[config.mk]
export PLATFORM = sky130hd
export DESIGN_NAME = pad_iso_seq
export DESIGN_NICKNAME = d
export VERILOG_FILES = /design/src/rtl/pad_iso_seq_pkg.sv /design/src/rtl/pad_iso_gap_timer.sv /design/src/rtl/pad_iso_req_slot.sv /design/src/rtl/pad_iso_seq.sv
export SDC_FILE = /design/constraint.sdc
export NUM_CORES = 1
export LEC_CHECK = 0
export BUFFER_PORTS_ARGS = -buffer_cell sky130_fd_sc_hd__buf_2
export CAP_MARGIN = 10
export CORE_UTILIZATION = 52
export DETAILED_ROUTE_END_ITERATION = 6
export PLACE_DENSITY = 0.78
export SYNTH_ARGS = -nofsm -noshare
export SYNTH_HDL_FRONTEND = slang
export SYNTH_SLANG_ARGS = --single-unit
[constraint.sdc]
create_clock -name clk_i -period 2.25 [get_ports clk_i]
set_clock_uncertainty 0.2 [all_clocks]
set_input_delay 0.3375 -clock clk_i [delete_from_list [all_inputs] [get_ports clk_i]]
set_output_delay 0.3375 -clock clk_i [all_outputs]
set_load 0.01 [all_outputs]
[src/rtl/pad_iso_seq_pkg.sv]
package pad_iso_seq_pkg;
  typedef enum logic [2:0] {
    ST_IDLE,
    ST_PHY,
    ST_UP1,
    ST_UP2,
    ST_DN1,
    ST_DN2
  } seq_st_e;

  typedef struct packed {
    logic up;   // 1 = power-up, 0 = power-down
    logic phy;  // prepare / unprepare
  } seq_cmd_t;
endpackage

[src/rtl/pad_iso_gap_timer.sv]
module pad_iso_gap_timer #(
  parameter int unsigned GAP_CYC = 100
) (
  input  logic clk_i,
  input  logic rst_ni,
  input  logic load_i,
  output logic done_o
);
  localparam int unsigned TW = $clog2(GAP_CYC + 1);
  logic [TW-1:0] cnt_q;

  always_ff @(posedge clk_i or negedge rst_ni) begin
    if (!rst_ni)             cnt_q <= '0;
    else if (load_i)         cnt_q <= TW'(GAP_CYC - 1);
    else if (cnt_q != '0)    cnt_q <= cnt_q - 1'b1;
  end

  assign done_o = (cnt_q == '0);
endmodule

[src/rtl/pad_iso_req_slot.sv]
module pad_iso_req_slot
  import pad_iso_seq_pkg::*;
(
  input  logic     clk_i,
  input  logic     rst_ni,
  input  logic     push_i,
  input  logic     pop_i,
  input  seq_cmd_t cmd_i,
  output logic     valid_o,
  output seq_cmd_t cmd_o
);
  always_ff @(posedge clk_i or negedge rst_ni) begin
    if (!rst_ni) begin
      valid_o <= 1'b0;
      cmd_o   <= '0;
    end else if (push_i) begin
      valid_o <= 1'b1;
      cmd_o   <= cmd_i;
    end else if (pop_i) begin
      valid_o <= 1'b0;
    end
  end
endmodule

[src/rtl/pad_iso_seq.sv]
module pad_iso_seq
  import pad_iso_seq_pkg::*;
#(
  parameter int unsigned GAP_CYC = 100,
  parameter int unsigned CNT_W   = 8
) (
  input  logic             clk_i,
  input  logic             rst_ni,
  input  logic             up_req_i,
  input  logic             dn_req_i,
  input  logic             phy_op_i,
  input  logic             force_off_i,
  output logic             core_off_o,
  output logic             iso_pre_o,
  output logic             iso_o,
  output logic             phy_rst_o,
  output logic             busy_o,
  output logic             err_o,
  output logic [CNT_W-1:0] use_cnt_o
);
  localparam logic [CNT_W-1:0] CNT_MAX = {CNT_W{1'b1}};

  seq_st_e    st_q;
  logic [CNT_W-1:0] cnt_q;
  logic       force_q, op_phy_q;
  logic       gap_done, gap_load;
  logic       pend_v;
  seq_cmd_t   pend_cmd, new_cmd, take;
  logic       new_v, both, idle, can_run, run_pend, run_new, run;
  logic       push, drop, refuse, go;
  logic       start_up, inc, down_step, start_dn, dec;

  assign new_v   = up_req_i ^ dn_req_i;
  assign both    = up_req_i & dn_req_i;
  assign new_cmd = '{up: up_req_i, phy: phy_op_i};
  assign idle    = (st_q == ST_IDLE);
  assign can_run = idle && !force_q && !force_off_i;
  assign run_pend = can_run && pend_v;
  assign run_new  = can_run && !pend_v && new_v;
  assign run      = run_pend || run_new;
  assign take     = run_pend ? pend_cmd : new_cmd;
  assign push     = new_v && !run_new && (!pend_v || run_pend);
  assign drop     = new_v && !run_new && pend_v && !run_pend;
  assign refuse   = run && (take.up ? (cnt_q == CNT_MAX) : (cnt_q == '0));
  assign go       = run && !refuse;

  always_comb begin
    start_up  = go && take.up && (cnt_q == '0);
    inc       = go && take.up && (cnt_q != '0);
    down_step = (st_q == ST_PHY)
             || (go && !take.up && !take.phy)
             || (idle && force_q && (cnt_q != '0));
    start_dn  = down_step && (cnt_q == CNT_W'(1));
    dec       = down_step && (cnt_q != CNT_W'(1));
    gap_load  = start_up || start_dn
             || (st_q == ST_UP1 && gap_done) || (st_q == ST_DN1 && gap_done);
  end

  pad_iso_gap_timer #(.GAP_CYC(GAP_CYC)) u_gap (
    .clk_i  (clk_i),
    .rst_ni (rst_ni),
    .load_i (gap_load),
    .done_o (gap_done)
  );

  pad_iso_req_slot u_slot (
    .clk_i   (clk_i),
    .rst_ni  (rst_ni),
    .push_i  (push),
    .pop_i   (run_pend),
    .cmd_i   (new_cmd),
    .valid_o (pend_v),
    .cmd_o   (pend_cmd)
  );

  always_ff @(posedge clk_i or negedge rst_ni) begin
    if (!rst_ni) begin
      st_q       <= ST_IDLE;
      cnt_q      <= '0;
      force_q    <= 1'b0;
      op_phy_q   <= 1'b0;
      err_o      <= 1'b0;
      core_off_o <= 1'b1;
      iso_pre_o  <= 1'b1;
      iso_o      <= 1'b1;
      phy_rst_o  <= 1'b1;
    end else begin
      err_o <= both || drop || refuse;
      if (start_up) begin
        cnt_q    <= CNT_W'(1);
        iso_o    <= 1'b0;
        op_phy_q <= take.phy;
        st_q     <= ST_UP1;
      end
      if (inc) begin
        cnt_q <= cnt_q + 1'b1;
        if (take.phy) phy_rst_o <= 1'b0;
      end
      if (go && !take.up && take.phy) begin
        phy_rst_o <= 1'b1;
        st_q      <= ST_PHY;
      end
      if (dec) begin
        cnt_q <= cnt_q - 1'b1;
        st_q  <= ST_IDLE;
      end
      if (start_dn) begin
        cnt_q      <= '0;
        core_off_o <= 1'b1;
        st_q       <= ST_DN1;
      end
      if (idle && force_q && cnt_q == '0) force_q <= 1'b0;
      if (gap_done) begin
        unique case (st_q)
          ST_UP1: begin iso_pre_o <= 1'b0; st_q <= ST_UP2; end
          ST_UP2: begin
            core_off_o <= 1'b0;
            if (op_phy_q) phy_rst_o <= 1'b0;
            st_q <= ST_IDLE;
          end
          ST_DN1: begin iso_pre_o <= 1'b1; st_q <= ST_DN2; end
          ST_DN2: begin iso_o <= 1'b1; st_q <= ST_IDLE; end
          default: ;
        endcase
      end
      // force wins over any release on the same edge
      if (force_off_i) begin
        force_q   <= 1'b1;
        phy_rst_o <= 1'b1;
      end
    end
  end

  assign busy_o    = !idle || force_q;
  assign use_cnt_o = cnt_q;
endmodule

# Word level (Yosys, flattened, before mapping)
# Cells that the tools add are included.
dict set report word_totals {
  ff_bits 28
  input_bits 6
  output_inout_bits 14
}
dict set report classes {
  addsub 3
  n_eq_ne 8
  muxes 32
  bitwise 2
  reduce_logical 55
}
# operator n
set ops {}
lappend ops {{two-way mux 8 bit} 4}
lappend ops {{logical AND 1 bit} 24}
lappend ops {{two-way mux 1 bit} 18}
lappend ops {{two-way mux 3 bit} 5}
lappend ops {{two-way mux 7 bit} 2}
lappend ops {{logical OR 1 bit} 10}
lappend ops {{logical NOT 1 bit} 9}
lappend ops {{one-hot mux 3 bit (3 select lines)} 1}
lappend ops {{adder 8 x 1 -> 8 bit (second input constant)} 1}
lappend ops {{== test 8 x 1 -> 1 bit (second input constant)} 1}
lappend ops {{== test 8 bit (second input constant)} 1}
lappend ops {{logical NOT 8 bit} 1}
lappend ops {{!= test 8 x 1 -> 1 bit (second input constant)} 1}
lappend ops {{nonzero test 2 bit} 4}
lappend ops {{nonzero test 8 bit} 1}
lappend ops {{subtractor 8 x 1 -> 8 bit (second input constant)} 1}
lappend ops {{logical NOT 7 bit} 1}
lappend ops {{nonzero test 7 bit} 1}
lappend ops {{subtractor 7 x 1 -> 7 bit (second input constant)} 1}
lappend ops {{== test 3 x 2 -> 1 bit (second input constant)} 2}
lappend ops {{== test 3 bit (second input constant)} 2}
lappend ops {{nonzero test 4 bit} 1}
lappend ops {{== test 3 x 1 -> 1 bit (second input constant)} 1}
lappend ops {{logical NOT 3 bit} 1}
lappend ops {{6 further kinds} 6}

# Depth between registers and ports, before layout
# Gate-level depths: netlist of run 1.
dict set report depth {
  word_depth 18
  depth_mapped 9
}

# Modules after synthesis
# Synthesis of run 1 repeated with hierarchy kept, for this count alone.
dict set report hier_totals {
  hier_cells 195
  hier_area_um2 1890.6
}
# module n_inst cells_per_inst area_each_um2 seq_area_each_um2
set modules_own_cells {}
lappend modules_own_cells {pad_iso_seq 1 149 1403.8 455.4}
lappend modules_own_cells {pad_iso_gap_timer 1 39 376.6 175.2}
lappend modules_own_cells {pad_iso_req_slot 1 7 110.1 75.1}

# Worst setup path after synthesis of run 1
# No wires, ideal clock.
dict set report synth_path {
  kind {register -> register}
  start {reg u_gap.cnt_q[0]}
  end {reg phy_rst_o}
  setup_time_ps 82
  arrival_ps 2142
  t_required_ps 1968
  slack_ps -174
  path_stages_with_launch 10
  path_buffers 1
  period_less_slack_ps 2424
  path_cell_list {dfrtp_1 -> inv_1 -> ha_1 -> or3b_1 -> or3_4 -> or2_1 -> buf_6 -> nor3b_4 -> a32oi_1 -> or2_1}
}
dict set report synth_via {
  elab_chain_cells 3
}
# item line
set synth_lines {}
lappend synth_lines {{start: declaration} pad_iso_gap_timer.sv:10} ;# logic [TW-1:0] cnt_q;
lappend synth_lines {{start signal: assignment} pad_iso_gap_timer.sv:14} ;# else if (load_i) cnt_q <= TW'(GAP_CYC - 1);
lappend synth_lines {{start signal: assignment} pad_iso_gap_timer.sv:15} ;# else if (cnt_q != '0) cnt_q <= cnt_q - 1'b1;
lappend synth_lines {{logical NOT 7 bit} pad_iso_gap_timer.sv:18} ;# assign done_o = (cnt_q == '0);
lappend synth_lines {{two-way mux 1 bit} pad_iso_seq.sv:113} ;# if (gap_done) begin
lappend synth_lines {{two-way mux 1 bit} pad_iso_seq.sv:127} ;# if (force_off_i) begin
lappend synth_lines {{end signal: assignment} pad_iso_seq.sv:100} ;# phy_rst_o <= 1'b1;
lappend synth_lines {{end signal: assignment} pad_iso_seq.sv:118} ;# if (op_phy_q) phy_rst_o <= 1'b0;
lappend synth_lines {{end signal: assignment} pad_iso_seq.sv:129} ;# phy_rst_o <= 1'b1;
lappend synth_lines {{end: declaration} pad_iso_seq.sv:16} ;# output logic phy_rst_o,
# Every way passes these cells.
# A chain may end at the register's enable or synchronous reset.

# Worst setup path after layout of run 1
dict set report layout_path {
  start {reg u_slot.valid_o}
  end {reg cnt_q[4], in the netlist use_cnt_o[4]}
}
dict set report layout_via {
  elab_chain_cells 14
  elab_cells_between_ends 25
}
# item line
set layout_lines {}
lappend layout_lines {{start: declaration} pad_iso_req_slot.sv:9} ;# output logic valid_o,
lappend layout_lines {{start signal: assignment} pad_iso_req_slot.sv:14} ;# valid_o <= 1'b0;
lappend layout_lines {{start signal: assignment} pad_iso_req_slot.sv:17} ;# valid_o <= 1'b1;
lappend layout_lines {{start signal: assignment} pad_iso_req_slot.sv:20} ;# valid_o <= 1'b0;
lappend layout_lines {{logical NOT 1 bit} pad_iso_seq.sv:39} ;# assign run_new = can_run && !pend_v && new_v;
lappend layout_lines {{logical AND 1 bit (2 in series)} pad_iso_seq.sv:39}
lappend layout_lines {{logical OR 1 bit} pad_iso_seq.sv:40} ;# assign run = run_pend || run_new;
lappend layout_lines {{logical AND 1 bit} pad_iso_seq.sv:44} ;# assign refuse = run && (take.up ? (cnt_q == CNT_MAX) : (cnt_q == '0));
lappend layout_lines {{logical NOT 1 bit} pad_iso_seq.sv:45} ;# assign go = run && !refuse;
lappend layout_lines {{logical AND 1 bit} pad_iso_seq.sv:45}
lappend layout_lines {{logical AND 1 bit (2 in series)} pad_iso_seq.sv:51} ;# || (go && !take.up && !take.phy)
lappend layout_lines {{logical OR 1 bit} pad_iso_seq.sv:51}
lappend layout_lines {{logical OR 1 bit} pad_iso_seq.sv:52} ;# || (idle && force_q && (cnt_q != '0));
lappend layout_lines {{logical AND 1 bit} pad_iso_seq.sv:54} ;# dec = down_step && (cnt_q != CNT_W'(1));
lappend layout_lines {{two-way mux 8 bit} pad_iso_seq.sv:103} ;# if (dec) begin
lappend layout_lines {{two-way mux 8 bit} pad_iso_seq.sv:107} ;# if (start_dn) begin
lappend layout_lines {{end signal: assignment} pad_iso_seq.sv:96} ;# cnt_q <= cnt_q + 1'b1;
lappend layout_lines {{end signal: assignment} pad_iso_seq.sv:104} ;# cnt_q <= cnt_q - 1'b1;
lappend layout_lines {{end: declaration} pad_iso_seq.sv:24} ;# logic [CNT_W-1:0] cnt_q;
# Several ways; a longest one is shown, not always the timed one.

==> impl_metrics.sql, run 1 <==
INSERT INTO impl_metrics (metric_group, metric, value, unit) VALUES
('setup_path', 'worstReg2RegEnd', 'use_cnt_o[4]', ''),
('logic_synthesis', 'synth_top_cells_by_area', 'sky130_fd_sc_hd__dfrtp_1, sky130_fd_sc_hd__dfstp_2, sky130_fd_sc_hd__nor2_1', ''),
('logic_synthesis', 'netlist-cell-type-count', '57', ''),
('floorplan', 'floorplan.initialDensity', '0.5411', ''),
('drt', 'via_count', '1834', ''),
('logic_synthesis', 'number_of_enable_flip_flop_cells_after_synthesis', '0', ''),
('pwr', 'sw_frac_of_total', '0.2385', ''),
('global_route', 'grt_pass1_wl', '7.548', 'mm'),
('pwr', 'sequentialPowerShare', '0.648', ''),
('global_route', 'number_of_antenna_violations_at_the_first_check_in_global_routing', '0', ''),
('global_route', 'grt.total_usage', '0.2729', ''),
('logic_synthesis', 'synth-main-ff-cell', 'sky130_fd_sc_hd__dfrtp_1', ''),
('final_layout', 'post_route_cells_drive_above_1_share', '0.5379', ''),
('clock_network', 'insertion_delay', '0.33', 'ns'),
('floorplan', 'core.rowCount', '21', ''),
('global_route', 'overflow', '0', ''),
('timing', 'period_needed', '2.415', 'ns'),
('setup_path', 'r2r_cells', '7', ''),
('final_layout', 'num_antenna_cells', '0', ''),
('final_layout', 'final_nets', '276', ''),
('timing', 'final-setup-viol-count', '23', ''),
('setup_path', 'critical_path.reg2reg.startpoint', 'u_slot.valid_o', ''),
('drt', 'post-route-drc-count', '0', ''),
('logic_synthesis', 'synth_nets', '201', ''),
('floorplan', 'coreArea', '3337', 'um^2'),
('clock_network', 'cts-buffers-inserted', '3', ''),
('logic_synthesis', 'async_reset_ff_frac', '1.000', ''),
('logic_synthesis', 'synthesized_flop_and_latch_total', '28', ''),
('clock_network', 'clock_tree.buffer_depth', '2', ''),
('timing', 'worst_pin_slew', '0.6456', 'ns'),
('floorplan', 'die_outline_area', '3712', 'um^2'),
('drt', 'routed_wirelength', '5.400', 'mm'),
('pwr', 'finalPower', '0.8008', 'mW'),
('drt', 'firstDrtPassIters', '4', ''),
('placed_design', 'port-buffer-count', '19', ''),
('setup_path', 'r2r_setup_slack', '-0.16', 'ns'),
('final_layout', 'finalInstanceArea', '2671', 'um^2'),
('placed_design', 'pre_cts_ws', '-0.2250', 'ns'),
('timing', 'fmax', '414.1', 'MHz'),
('worst_hold_path', 'holdCritPathClass', 'input pin to register', ''),
('timing', 'final.period_utilization', '1.073', ''),
('pwr', 'clock_power_share', '0.277', ''),
('pwr', 'share_comb_of_total_power', '0.075', ''),
('clock_network', 'clock_tree.root_cell', 'sky130_fd_sc_hd__clkbuf_4', ''),
('floorplan', 'die_y', '60.93', 'um'),
('worst_hold_path', 'min-delay-start', 'phy_op_i', ''),
('timing', 'final_max_slew_viol_count', '0', ''),
('status', 'violated_checks', 'negative setup slack', ''),
('pwr', 'internal_power', '0.6098', 'mW'),
('logic_synthesis', 'postSynthAreaPerCell', '9.503', 'um^2'),
('drt', 'route.detailed.vias_per_inst', '5.916', ''),
('setup_path', 'worst_path_arrival', '2.48', 'ns'),
('timing', 'fin_ws', '-0.1647', 'ns'),
('timing', 'grt_setup_unrepaired', 'yes', ''),
('worst_hold_path', 'hold_depth', '2', ''),
('status', 'outcome', 'finished with violations', ''),
('placed_design', 'place.gp.congestion', '0.8246', ''),
('clock_network', 'ctsHtreeMaxLevel', '1', ''),
('clock_network', 'tritoncts', 'yes', ''),
('logic_synthesis', 'yosys.area.top_type_share', '0.3326', ''),
('clock_network', 'clock-sinks', '28', ''),
('logic_synthesis', 'synth.cell_area', '1805', 'um^2'),
('setup_path', 'critical_path_peak_fanout', '6', ''),
('timing', 'timing.slew.headroom', '0.5696', ''),
('drt', 'route.detailed.wl_per_inst', '17.42', 'um'),
('floorplan', 'floorplan.io_pins', '20', ''),
('final_layout', 'layout-area-overhead-vs-synth', '47.96', '%'),
('setup_path', 'crit_path_start_kind', 'register', ''),
('pwr', 'power.ir.vdd_worst', '0.2198', 'mV'),
('setup_path', 'worst_setup_path_end_kind', 'register', ''),
('global_route', 'number_of_global_route_vias_before_repair', '1734', '');
[stage by stage]
step	setup TNS, ns	hold slack (ns)	std cells	util
after detailed placement	-3.236	0.1899	297	0.6997
after global placement	-1.575	0.1766	297	0.6997
after floorplan	-0.4736	-0.1581	190	-
after CTS	-1.229	0.05671	305	0.7394
after global routing	-4.362	0.05500	310	0.8005
final	-2.193	0.06274	310	0.8005
[cells in the mapped netlist (all sizes together), types with 4 or more instances]
master,instances
a221oi,5
nand2,14
a21boi,5
o21ai,6
buf,5
inv,9
a21oi,11
or3,5
nor3,12
a2bb2oi,4
a31oi,4
xnor2,5
nor2,20
dfrtp,24
dfstp,4
clkbuf,5
ha,5
and3,6
[placed cells by master, fill, tap and decap left out, types with 2 or more instances in the layout]
cell	synthesis	final
sky130_fd_sc_hd__o21ai_4	0	2
sky130_fd_sc_hd__dfstp_2	4	4
sky130_fd_sc_hd__a2bb2oi_2	0	2
sky130_fd_sc_hd__mux2_2	3	3
sky130_fd_sc_hd__buf_4	2	54
sky130_fd_sc_hd__inv_2	1	2
sky130_fd_sc_hd__buf_2	0	19
sky130_fd_sc_hd__nand2_1	14	14
sky130_fd_sc_hd__o31ai_1	2	2
sky130_fd_sc_hd__nand3_2	0	2
sky130_fd_sc_hd__nor3_4	1	3
sky130_fd_sc_hd__a31oi_1	4	4
sky130_fd_sc_hd__a211oi_2	1	2
sky130_fd_sc_hd__o21ai_1	0	3
sky130_fd_sc_hd__a221oi_4	0	2
sky130_fd_sc_hd__nor2_1	20	13
sky130_fd_sc_hd__inv_1	8	6
sky130_fd_sc_hd__xnor2_1	5	5
sky130_fd_sc_hd__and3_1	6	4
sky130_fd_sc_hd__ha_1	5	3
sky130_fd_sc_hd__a21boi_2	1	3
sky130_fd_sc_hd__clkbuf_4	0	3
sky130_fd_sc_hd__a21oi_1	11	8
sky130_fd_sc_hd__nor3_1	10	7
sky130_fd_sc_hd__or3_1	3	2
sky130_fd_sc_hd__nor2_4	0	2
sky130_fd_sc_hd__nor2_2	0	5
sky130_fd_sc_hd__buf_6	3	4
sky130_fd_sc_hd__a21o_1	3	3
sky130_fd_sc_hd__nand2b_1	2	2
sky130_fd_sc_hd__a2bb2oi_1	4	2
sky130_fd_sc_hd__nor3_2	1	2
sky130_fd_sc_hd__a221oi_2	0	3
sky130_fd_sc_hd__dfrtp_1	24	23
sky130_fd_sc_hd__a21oi_2	0	3
sky130_fd_sc_hd__nand3b_1	3	3
sky130_fd_sc_hd__or3_4	1	2
[per-layer routing]
layer / routed length (um) / track usage / vias to the layer above
li1: - / - / 840
met3: 221 / 0.02985 / 14
met2: 2863 / 0.4929 / 76
met4: 104 / 0.08766 / 0
met1: 2211 / 0.3406 / 904
met5: 0 / 0 / -
[worst max-delay path, stage by stage, from the launching register on]
cell	delay (ns)
sky130_fd_sc_hd__dfrtp_1	0.47
sky130_fd_sc_hd__nor2b_1	0.45
sky130_fd_sc_hd__a21bo_2	0.28
sky130_fd_sc_hd__nand4_1	0.18
sky130_fd_sc_hd__a21boi_2	0.31
sky130_fd_sc_hd__clkbuf_16	0.22
sky130_fd_sc_hd__a221oi_4	0.06
sky130_fd_sc_hd__a31oi_1	0.18
[area by class of cell]
class / count / area (um^2)
Multi-Input combinational cell: 143 / 1241
Sequential cell: 28 / 706.9
Fill cell: 198 / 665.6
Timing Repair Buffer: 80 / 600.6
Tap cell: 46 / 57.56
Inverter: 9 / 38.79
Clock buffer: 4 / 26.28
[how the worst max path moves through the flow]
stage                    to  slack, ns            from
2_1_floorplan     phy_rst_o      -0.15  u_gap.cnt_q[0]
3_3_place_gp      phy_rst_o      -0.15  u_gap.cnt_q[0]
3_5_place_dp   use_cnt_o[2]      -0.23        up_req_i
4_1_cts           phy_rst_o      -0.16  u_gap.cnt_q[0]
5_1_grt        use_cnt_o[4]      -0.26  u_slot.valid_o
6_report       use_cnt_o[4]      -0.16  u_slot.valid_o
[power by group through the flow]
stage	Combinational [mW]	Clock (mW)	Sequential, mW
floorplan	0.0222	0	0.527
global placement	0.0518	0	0.527
detailed placement	0.0542	0	0.527
CTS	0.0561	0.222	0.518
global route	0.0653	0.237	0.520
finish	0.0603	0.222	0.519
[what timing repair did]
action	4_1_cts	5_1_grt
cloned	0	1
hold buffers	1	0
gates resized for setup	19	34
buffers inserted	3	5
endpoints found under the hold margin	24	0
pin swaps	7	11
setup endpoints to repair	22	23
[logic make-up (layout without fill, tap and decap cells)]
logic type,after synthesis,count (layout),share of synthesized area
simple gates,77,77,0.2502
compound gates,50,50,0.2093
flops,28,28,0.3909
buf+inv,19,93,0.05613
fa+ha+maj,6,6,0.04019
xor+xnor,6,6,0.02911
mux,4,4,0.02425
[state kept, by name (all words and copies together) (netlist names)]
name	count
op_phy_q	1
st_q	3
u_slot.cmd_o	2
use_cnt_o	8
phy_rst_o	1
iso_o	1
core_off_o	1
iso_pre_o	1
force_q	1
err_o	1
u_slot.valid_o	1
u_gap.cnt_q	7
Power figures use the tool's default switching activity.
==> run 2, diff against run 1 <==
CELL_PAD_IN_SITES_DETAIL_PLACEMENT = 1   (was not set)
CELL_PAD_IN_SITES_GLOBAL_PLACEMENT = 1   (was not set)
CORE_UTILIZATION = 40   (was 52)
PLACE_DENSITY = 0.77   (was 0.78)
==> run 2 against run 1 <==
The flow still finishes with violations (negative setup slack). Sequential cell count is the same. Count of clock-buffer cells in the layout shrank 1. Via count grew 7.1%. Die area grew 29%. Final cell count grew 4.5%. Core utilization shrank 13 points. Fmax shrank 5.4%. Setup slack lost 0.14 ns. Critical path depth grew 4. Hold slack gained 0.081 ns. Critical path type unchanged.
==> impl_metrics.sql, run 2 (synthesis results as in run 1) <==
INSERT INTO impl_metrics (metric_group, metric, value, unit) VALUES
('status', 'outcome', 'finished with violations', ''),
('status', 'violated_checks', 'negative setup slack', ''),
('pwr', 'clock_power_share', '0.422', ''),
('global_route', 'overflow', '0', ''),
('final_layout', 'largest_register_ff_count', '8', ''),
('timing', 'worst_pin_slew', '0.6815', 'ns'),
('drt', 'route.detailed.wl_per_inst', '25.62', 'um'),
('final_layout', 'layout-area-overhead-vs-synth', '62.65', '%'),
('clock_network', 'path_clk_slew', '0.12', 'ns'),
('drt', 'route.detailed.vias_per_inst', '6.065', ''),
('pwr', 'p_per_area', '348.8', 'nW/um^2'),
('global_route', 'grt_max_degree', '29', ''),
('setup_path', 'critical_path.reg2reg.startpoint', 'st_q[0]', ''),
('timing', 'fin_ws', '-0.3015', 'ns'),
('placed_design', 'port-buffer-count', '19', ''),
('timing', 'timing.slew.headroom', '0.5456', ''),
('setup_path', 'r2r_setup_slack', '-0.30', 'ns'),
('drt', 'firstDrtPassIters', '6', ''),
('floorplan', 'die_width', '69.19', 'um'),
('floorplan', 'die_y', '69.19', 'um'),
('setup_path', 'critical-path-max-stage-delay', '0.43', 'ns'),
('clock_network', 'clock_tree.buffer_depth', '2', ''),
('timing', 'fin_setup_tns', '-4.597', 'ns'),
('clock_network', 'insertion_delay', '0.30', 'ns'),
('flow_run', 'maxCapViolations', '0', ''),
('drt', 'drt_iter0_drc', '91', ''),
('pwr', 'share_comb_of_total_power', '0.068', ''),
('setup_path', 'setup.worst_path.end', 'use_cnt_o[3]', ''),
('final_layout', 'fillCellCount', '443', ''),
('worst_hold_path', 'min-delay-start', 'phy_op_i', ''),
('setup_path', 'critPathRequiredTime', '2.22', 'ns'),
('pwr', 'leakagePower', '1.359', 'nW'),
('final_layout', 'layout_commonest_cell', 'sky130_fd_sc_hd__buf_4', ''),
('setup_path', 'worst_setup_path_end_kind', 'register', ''),
('setup_path', 'cp_common_cell', 'sky130_fd_sc_hd__buf_6', ''),
('drt', 'routed_wirelength', '8.301', 'mm'),
('setup_path', 'critPathLaunch', 'st_q[0]', ''),
('global_route', 'grt_pass1_wl', '10.91', 'mm'),
('pwr', 'finalPower', '1.024', 'mW'),
('pwr', 'power.ir.vdd_worst', '0.2811', 'mV'),
('drt', 'drt.antenna.violating_nets', '0', ''),
('clock_network', 'tritoncts', 'yes', ''),
('worst_hold_path', 'holdCritPathClass', 'input pin to register', ''),
('pwr', 'internal_power', '0.7810', 'mW'),
('floorplan', 'core.rowCount', '24', ''),
('setup_path', 'critical-path-slowest-cell', 'sky130_fd_sc_hd__dfrtp_1', ''),
('setup_path', 'crit_path_cell_trace', 'nor4_4 -> buf_6 -> buf_12 -> nand3_4 -> buf_6 -> nand4_1 -> a21boi_2 -> buf_4 -> clkbuf_16 -> a221oi_4 -> a31oi_1', ''),
('pwr', 'sw_frac_of_total', '0.2375', ''),
('timing', 'final.period_utilization', '1.134', ''),
('clock_network', 'clock-sinks', '28', ''),
('clock_network', 'cts-buffers-inserted', '3', ''),
('placed_design', 'dp_hpwl', '4.031', 'mm'),
('setup_path', 'worst_path_arrival', '2.52', 'ns'),
('timing', 'final_max_slew_viol_count', '0', ''),
('setup_path', 'critical_path_peak_fanout', '6', ''),
('final_layout', 'fin_util', '0.6744', ''),
('timing', 'period_needed', '2.551', 'ns'),
('clock_network', 'ctsHtreeMaxLevel', '1', ''),
('drt', 'via_count', '1965', ''),
('final_layout', 'num_antenna_cells', '0', ''),
('global_route', 'number_of_global_route_vias_before_repair', '2025', ''),
('final_layout', 'final_nets', '284', ''),
('final_layout', 'post_layout_nonfiller_instances', '324', ''),
('pwr', 'total_switching_power', '0.2433', 'mW'),
('final_layout', 'post_route_cells_drive_above_1_share', '0.6066', ''),
('placed_design', 'dpl.cell_count', '296', ''),
('timing', 'timing_hold_violations_final', '0', ''),
('floorplan', 'floorplan.initialDensity', '0.4147', ''),
('floorplan', 'die_outline_area', '4787', 'um^2'),
('floorplan', 'floorplan.io_pins', '20', ''),
('setup_path', 'crit_path_start_kind', 'register', ''),
('setup_path', 'r2r_cells', '11', ''),
('clock_network', 'clock_tree.root_cell', 'sky130_fd_sc_hd__clkbuf_8', ''),
('timing', 'grt_setup_unrepaired', 'yes', ''),
('pwr', 'sequentialPowerShare', '0.510', ''),
('timing', 'fmax', '391.9', 'MHz'),
('final_layout', 'layout.cells.most_common_list', 'sky130_fd_sc_hd__buf_4, sky130_fd_sc_hd__dfrtp_1, sky130_fd_sc_hd__buf_2, sky130_fd_sc_hd__nand2_1, sky130_fd_sc_hd__nor2_1', ''),
('setup_path', 'worstReg2RegEnd', 'use_cnt_o[3]', ''),
('global_route', 'grt.total_usage', '0.2951', ''),
('drt', 'post-route-drc-count', '0', ''),
('setup_path', 'criticalPathCategory', 'register to register', ''),
('global_route', 'number_of_antenna_violations_at_the_first_check_in_global_routing', '0', ''),
('floorplan', 'coreArea', '4354', 'um^2'),
('placed_design', 'place.gp.congestion', '0.8440', ''),
('worst_hold_path', 'hold_depth', '2', ''),
('timing', 'final-setup-viol-count', '24', '');
[run 2: stage by stage]
step	setup WS [ns]	instance area, um^2	hold WS (ns)
3_3_place_gp	-0.1898	2290	0.1884
3_5_place_dp	-0.2514	2290	0.2080
4_1_cts	-0.1655	2698	0.1307
6_report	-0.3015	2937	0.1434
5_1_grt	-0.4007	2937	0.1387
2_1_floorplan	-0.1491	1847	-0.1581
[run 2: repair_timing]
item	4_1_cts	5_1_grt
endpoints found under the hold margin	24	0
setup endpoints to repair	23	26
resized for setup	46	34
setup buffers	13	10
pin swaps	25	18
hold buffers	1	0
cloned	1	0
[run 2: per-layer routing]
metal	vias to the layer above	part of all wire	GRT usage	wire (um)
met5	-	0	0	0
met4	0	0.039	0.1247	326
met3	32	0.037	0.03052	307
met2	68	0.53	0.5437	4370
met1	1006	0.40	0.3449	3296
li1	859	-	-	-
[run 2: cell type report]
class | count | area (um^2) | area share
Sequential cell | 28 | 708.2 | 0.2412
Inverter | 9 | 36.28 | 0.01236
Timing Repair Buffer | 88 | 695.7 | 0.2369
Clock buffer | 3 | 41.29 | 0.01406
Clock inverter | 1 | 30.03 | 0.01023
Tap cell | 52 | 65.06 | 0.02216
Multi-Input combinational cell | 143 | 1360 | 0.4631
[run 2: worst max-delay path: cells and delay by family, from the launching register on]
family | cells | cell delay (ns)
AOI/OAI and AO/OA | 3 | 0.46
buffers and inverters | 5 | 0.71
DFF | 1 | 0.43
and+or+nand+nor | 3 | 0.60
[run 2: power groups by stage]
stage | logic [mW] | registers (mW) | clock network, mW
final | 0.0697 | 0.523 | 0.432
after global placement | 0.0526 | 0.526 | 0
after global routing | 0.0741 | 0.522 | 0.446
after CTS | 0.0631 | 0.520 | 0.418
after floorplan | 0.0222 | 0.527 | 0
after detailed placement | 0.0562 | 0.527 | 0
[run 2: worst min path at each step]
stage	end	slack [ns]
after floorplan	err_o	-0.16
final	u_slot.cmd_o[0]	0.14
after global placement	use_cnt_o[3]	0.19
after global routing	u_slot.cmd_o[0]	0.14
after detailed placement	use_cnt_o[4]	0.21
after CTS	u_slot.cmd_o[0]	0.13
==> run 3, diff against run 2 <==
GPL_ROUTABILITY_DRIVEN = 0   (was not set)
SETUP_SLACK_MARGIN = 0.15   (was not set)
==> run 3 against run 2 <==
The flow still finishes with violations (negative setup slack). Combinational power up 6.5%. Critical path depth down 3. Setup slack better by 0.040 ns. Sequential cell count unchanged. Sequential power about the same. Count of clock-buffer cells in the layout up 1. Final cell count down 1.2%. Critical path type unchanged. Largest cell class unchanged. Largest power group unchanged. Highest routed layer unchanged.
==> impl_metrics.sql, run 3 (synthesis results as in run 1) <==
INSERT INTO impl_metrics (metric_group, metric, value, unit) VALUES
('floorplan', 'die_width', '69.19', 'um'),
('clock_network', 'cts-buffers-inserted', '3', ''),
('drt', 'route.detailed.wl_per_inst', '24.28', 'um'),
('pwr', 'sw_frac_of_total', '0.2369', ''),
('final_layout', 'fillCellCount', '472', ''),
('drt', 'met2WireLength', '4.141', 'mm'),
('placed_design', 'dp_hpwl', '3.967', 'mm'),
('timing', 'final-setup-viol-count', '23', ''),
('floorplan', 'die_y', '69.19', 'um'),
('status', 'outcome', 'finished with violations', ''),
('global_route', 'overflow', '0', ''),
('drt', 'routed_wirelength', '7.769', 'mm'),
('timing', 'period_needed', '2.512', 'ns'),
('floorplan', 'core.rowCount', '24', ''),
('final_layout', 'fin_util', '0.6690', ''),
('drt', 'firstDrtPassIters', '4', ''),
('drt', 'highest_layer', 'met4', ''),
('drt', 'route.detailed.vias_per_inst', '6.069', ''),
('setup_path', 'worst_path_arrival', '2.52', 'ns'),
('pwr', 'leakagePower', '1.333', 'nW'),
('setup_path', 'criticalPathCategory', 'register to register', ''),
('floorplan', 'floorplan.initialDensity', '0.4147', ''),
('final_layout', 'layout_commonest_cell', 'sky130_fd_sc_hd__buf_4', ''),
('clock_network', 'insertion_delay', '0.29', 'ns'),
('pwr', 'internal_power', '0.7015', 'mW'),
('setup_path', 'critPathRequiredTime', '2.26', 'ns'),
('drt', 'post-route-drc-count', '0', ''),
('clock_network', 'clock_tree.buffer_depth', '2', ''),
('global_route', 'grt_pass1_wl', '10.12', 'mm'),
('final_layout', 'final_nets', '280', ''),
('final_layout', 'post_layout_nonfiller_instances', '320', ''),
('pwr', 'sequentialPowerShare', '0.566', ''),
('setup_path', 'crit_path_start_kind', 'register', ''),
('global_route', 'grt_max_degree', '29', ''),
('timing', 'worst_pin_slew', '0.6880', 'ns'),
('final_layout', 'layout.cells.most_common_list', 'sky130_fd_sc_hd__buf_4, sky130_fd_sc_hd__dfrtp_1, sky130_fd_sc_hd__buf_2, sky130_fd_sc_hd__buf_6, sky130_fd_sc_hd__nor2_1', ''),
('global_route', 'number_of_antenna_violations_at_the_first_check_in_global_routing', '0', ''),
('final_layout', 'layout-area-overhead-vs-synth', '61.33', '%'),
('timing', 'grt_setup_unrepaired', 'yes', ''),
('drt', 'drt.antenna.violating_nets', '0', ''),
('global_route', 'number_of_global_route_vias_before_repair', '2015', ''),
('placed_design', 'dpl.cell_count', '288', ''),
('timing', 'timing_hold_violations_final', '0', ''),
('pwr', 'total_switching_power', '0.2177', 'mW'),
('drt', 'via_count', '1942', ''),
('setup_path', 'critical_path_peak_fanout', '4', ''),
('worst_hold_path', 'holdCritPathClass', 'input pin to register', ''),
('pwr', 'clock_power_share', '0.353', ''),
('timing', 'fin_worst_hold_slack', '0.1662', 'ns'),
('drt', 'wl_met3', '304', 'um'),
('pwr', 'share_comb_of_total_power', '0.081', ''),
('timing', 'final_max_slew_viol_count', '0', ''),
('floorplan', 'coreArea', '4354', 'um^2'),
('clock_network', 'path_clk_slew', '0.11', 'ns'),
('pwr', 'power.ir.vdd_worst', '0.2591', 'mV'),
('placed_design', 'port-buffer-count', '19', ''),
('clock_network', 'tritoncts', 'yes', ''),
('pwr', 'p_per_area', '315.6', 'nW/um^2'),
('timing', 'timing.slew.headroom', '0.5413', ''),
('final_layout', 'num_antenna_cells', '0', ''),
('global_route', 'grt.total_usage', '0.2680', ''),
('timing', 'fmax', '398.1', 'MHz'),
('final_layout', 'post_route_cells_drive_above_1_share', '0.6157', ''),
('timing', 'final.period_utilization', '1.116', ''),
('timing', 'fin_ws', '-0.2620', 'ns'),
('status', 'violated_checks', 'negative setup slack', ''),
('setup_path', 'worst_setup_path_end_kind', 'register', ''),
('final_layout', 'largest_register_ff_count', '8', ''),
('clock_network', 'clock-sinks', '28', ''),
('drt', 'wl_met1', '3.040', 'mm'),
('floorplan', 'die_outline_area', '4787', 'um^2'),
('drt', 'drt_iter0_drc', '78', ''),
('clock_network', 'ctsHtreeMaxLevel', '1', ''),
('clock_network', 'clock_tree.root_cell', 'sky130_fd_sc_hd__clkbuf_8', ''),
('flow_run', 'maxCapViolations', '0', ''),
('floorplan', 'floorplan.io_pins', '20', '');
run 3: layout make-up:
cell class / instances / area, um^2 / area share
timing repair buffer: 84 / 663.1 / 0.2277
clock buffer: 4 / 55.05 / 0.01890
sequential: 28 / 708.2 / 0.2431
multi-input combinational: 143 / 1383 / 0.4747
inverter: 9 / 38.79 / 0.01332
tap: 52 / 65.06 / 0.02234
run 3: worst paths after layout:
kind	slack (ns)	cells after the start	from	endpoint
worst max-delay path	-0.26	8	u_gap.cnt_q[0]	phy_rst_o
worst min-delay path	0.17	2	phy_op_i	u_slot.cmd_o[0]
worst max register to register	-0.26	8	u_gap.cnt_q[0]	phy_rst_o
worst min register to register	0.28	2	iso_o	iso_o
max in group asynchronous	0.94	2	rst_ni	use_cnt_o[0]
min in group asynchronous	0.42	2	rst_ni	u_gap.cnt_q[3]
run 3: metrics by stage:
step	power, mW	worst slack [ns]	instance area [um^2]	setup TNS, ns
5_1_grt	0.9459	-0.3029	2913	-4.575
2_1_floorplan	0.5518	-0.1490	1924	-0.4725
3_3_place_gp	0.5820	-0.1664	2302	-1.712
4_1_cts	0.9062	-0.1603	2640	-1.219
6_report	0.9193	-0.2620	2913	-2.968
3_5_place_dp	0.5860	-0.2487	2302	-2.968
run 3: routing by layer:
layer | track usage | vias up
li1 | - | 852
met1 | 0.3047 | 987
met5 | 0 | -
met2 | 0.5189 | 75
met3 | 0.02616 | 28
met4 | 0.08390 | 0
run 3: power by group through the flow:
stage	registers [mW]	clock network, mW	logic [mW]
floorplan	0.527	0	0.0247
global placement	0.527	0	0.0555
detailed placement	0.527	0	0.0587
CTS	0.518	0.325	0.0634
global route	0.521	0.346	0.0789
finish	0.520	0.325	0.0742
run 3: critical path: stages, from the launching register on:
cell	delay (ns)
sky130_fd_sc_hd__dfrtp_1	0.40
sky130_fd_sc_hd__inv_2	0.09
sky130_fd_sc_hd__ha_4	0.13
sky130_fd_sc_hd__or3b_4	0.37
sky130_fd_sc_hd__or3_4	0.34
sky130_fd_sc_hd__or2_4	0.31
sky130_fd_sc_hd__nor3b_4	0.23
sky130_fd_sc_hd__a32oi_1	0.13
sky130_fd_sc_hd__or2_1	0.22
run 3: repair_timing:
action                                  4_1_cts  5_1_grt
hold endpoints to repair                     24        0
gates resized for setup                      42       33
hold buffers                                  1        0
pin swaps                                    27       14
endpoints found under the setup margin       24       26
gates cloned                                  1        0
setup buffers                                14       12
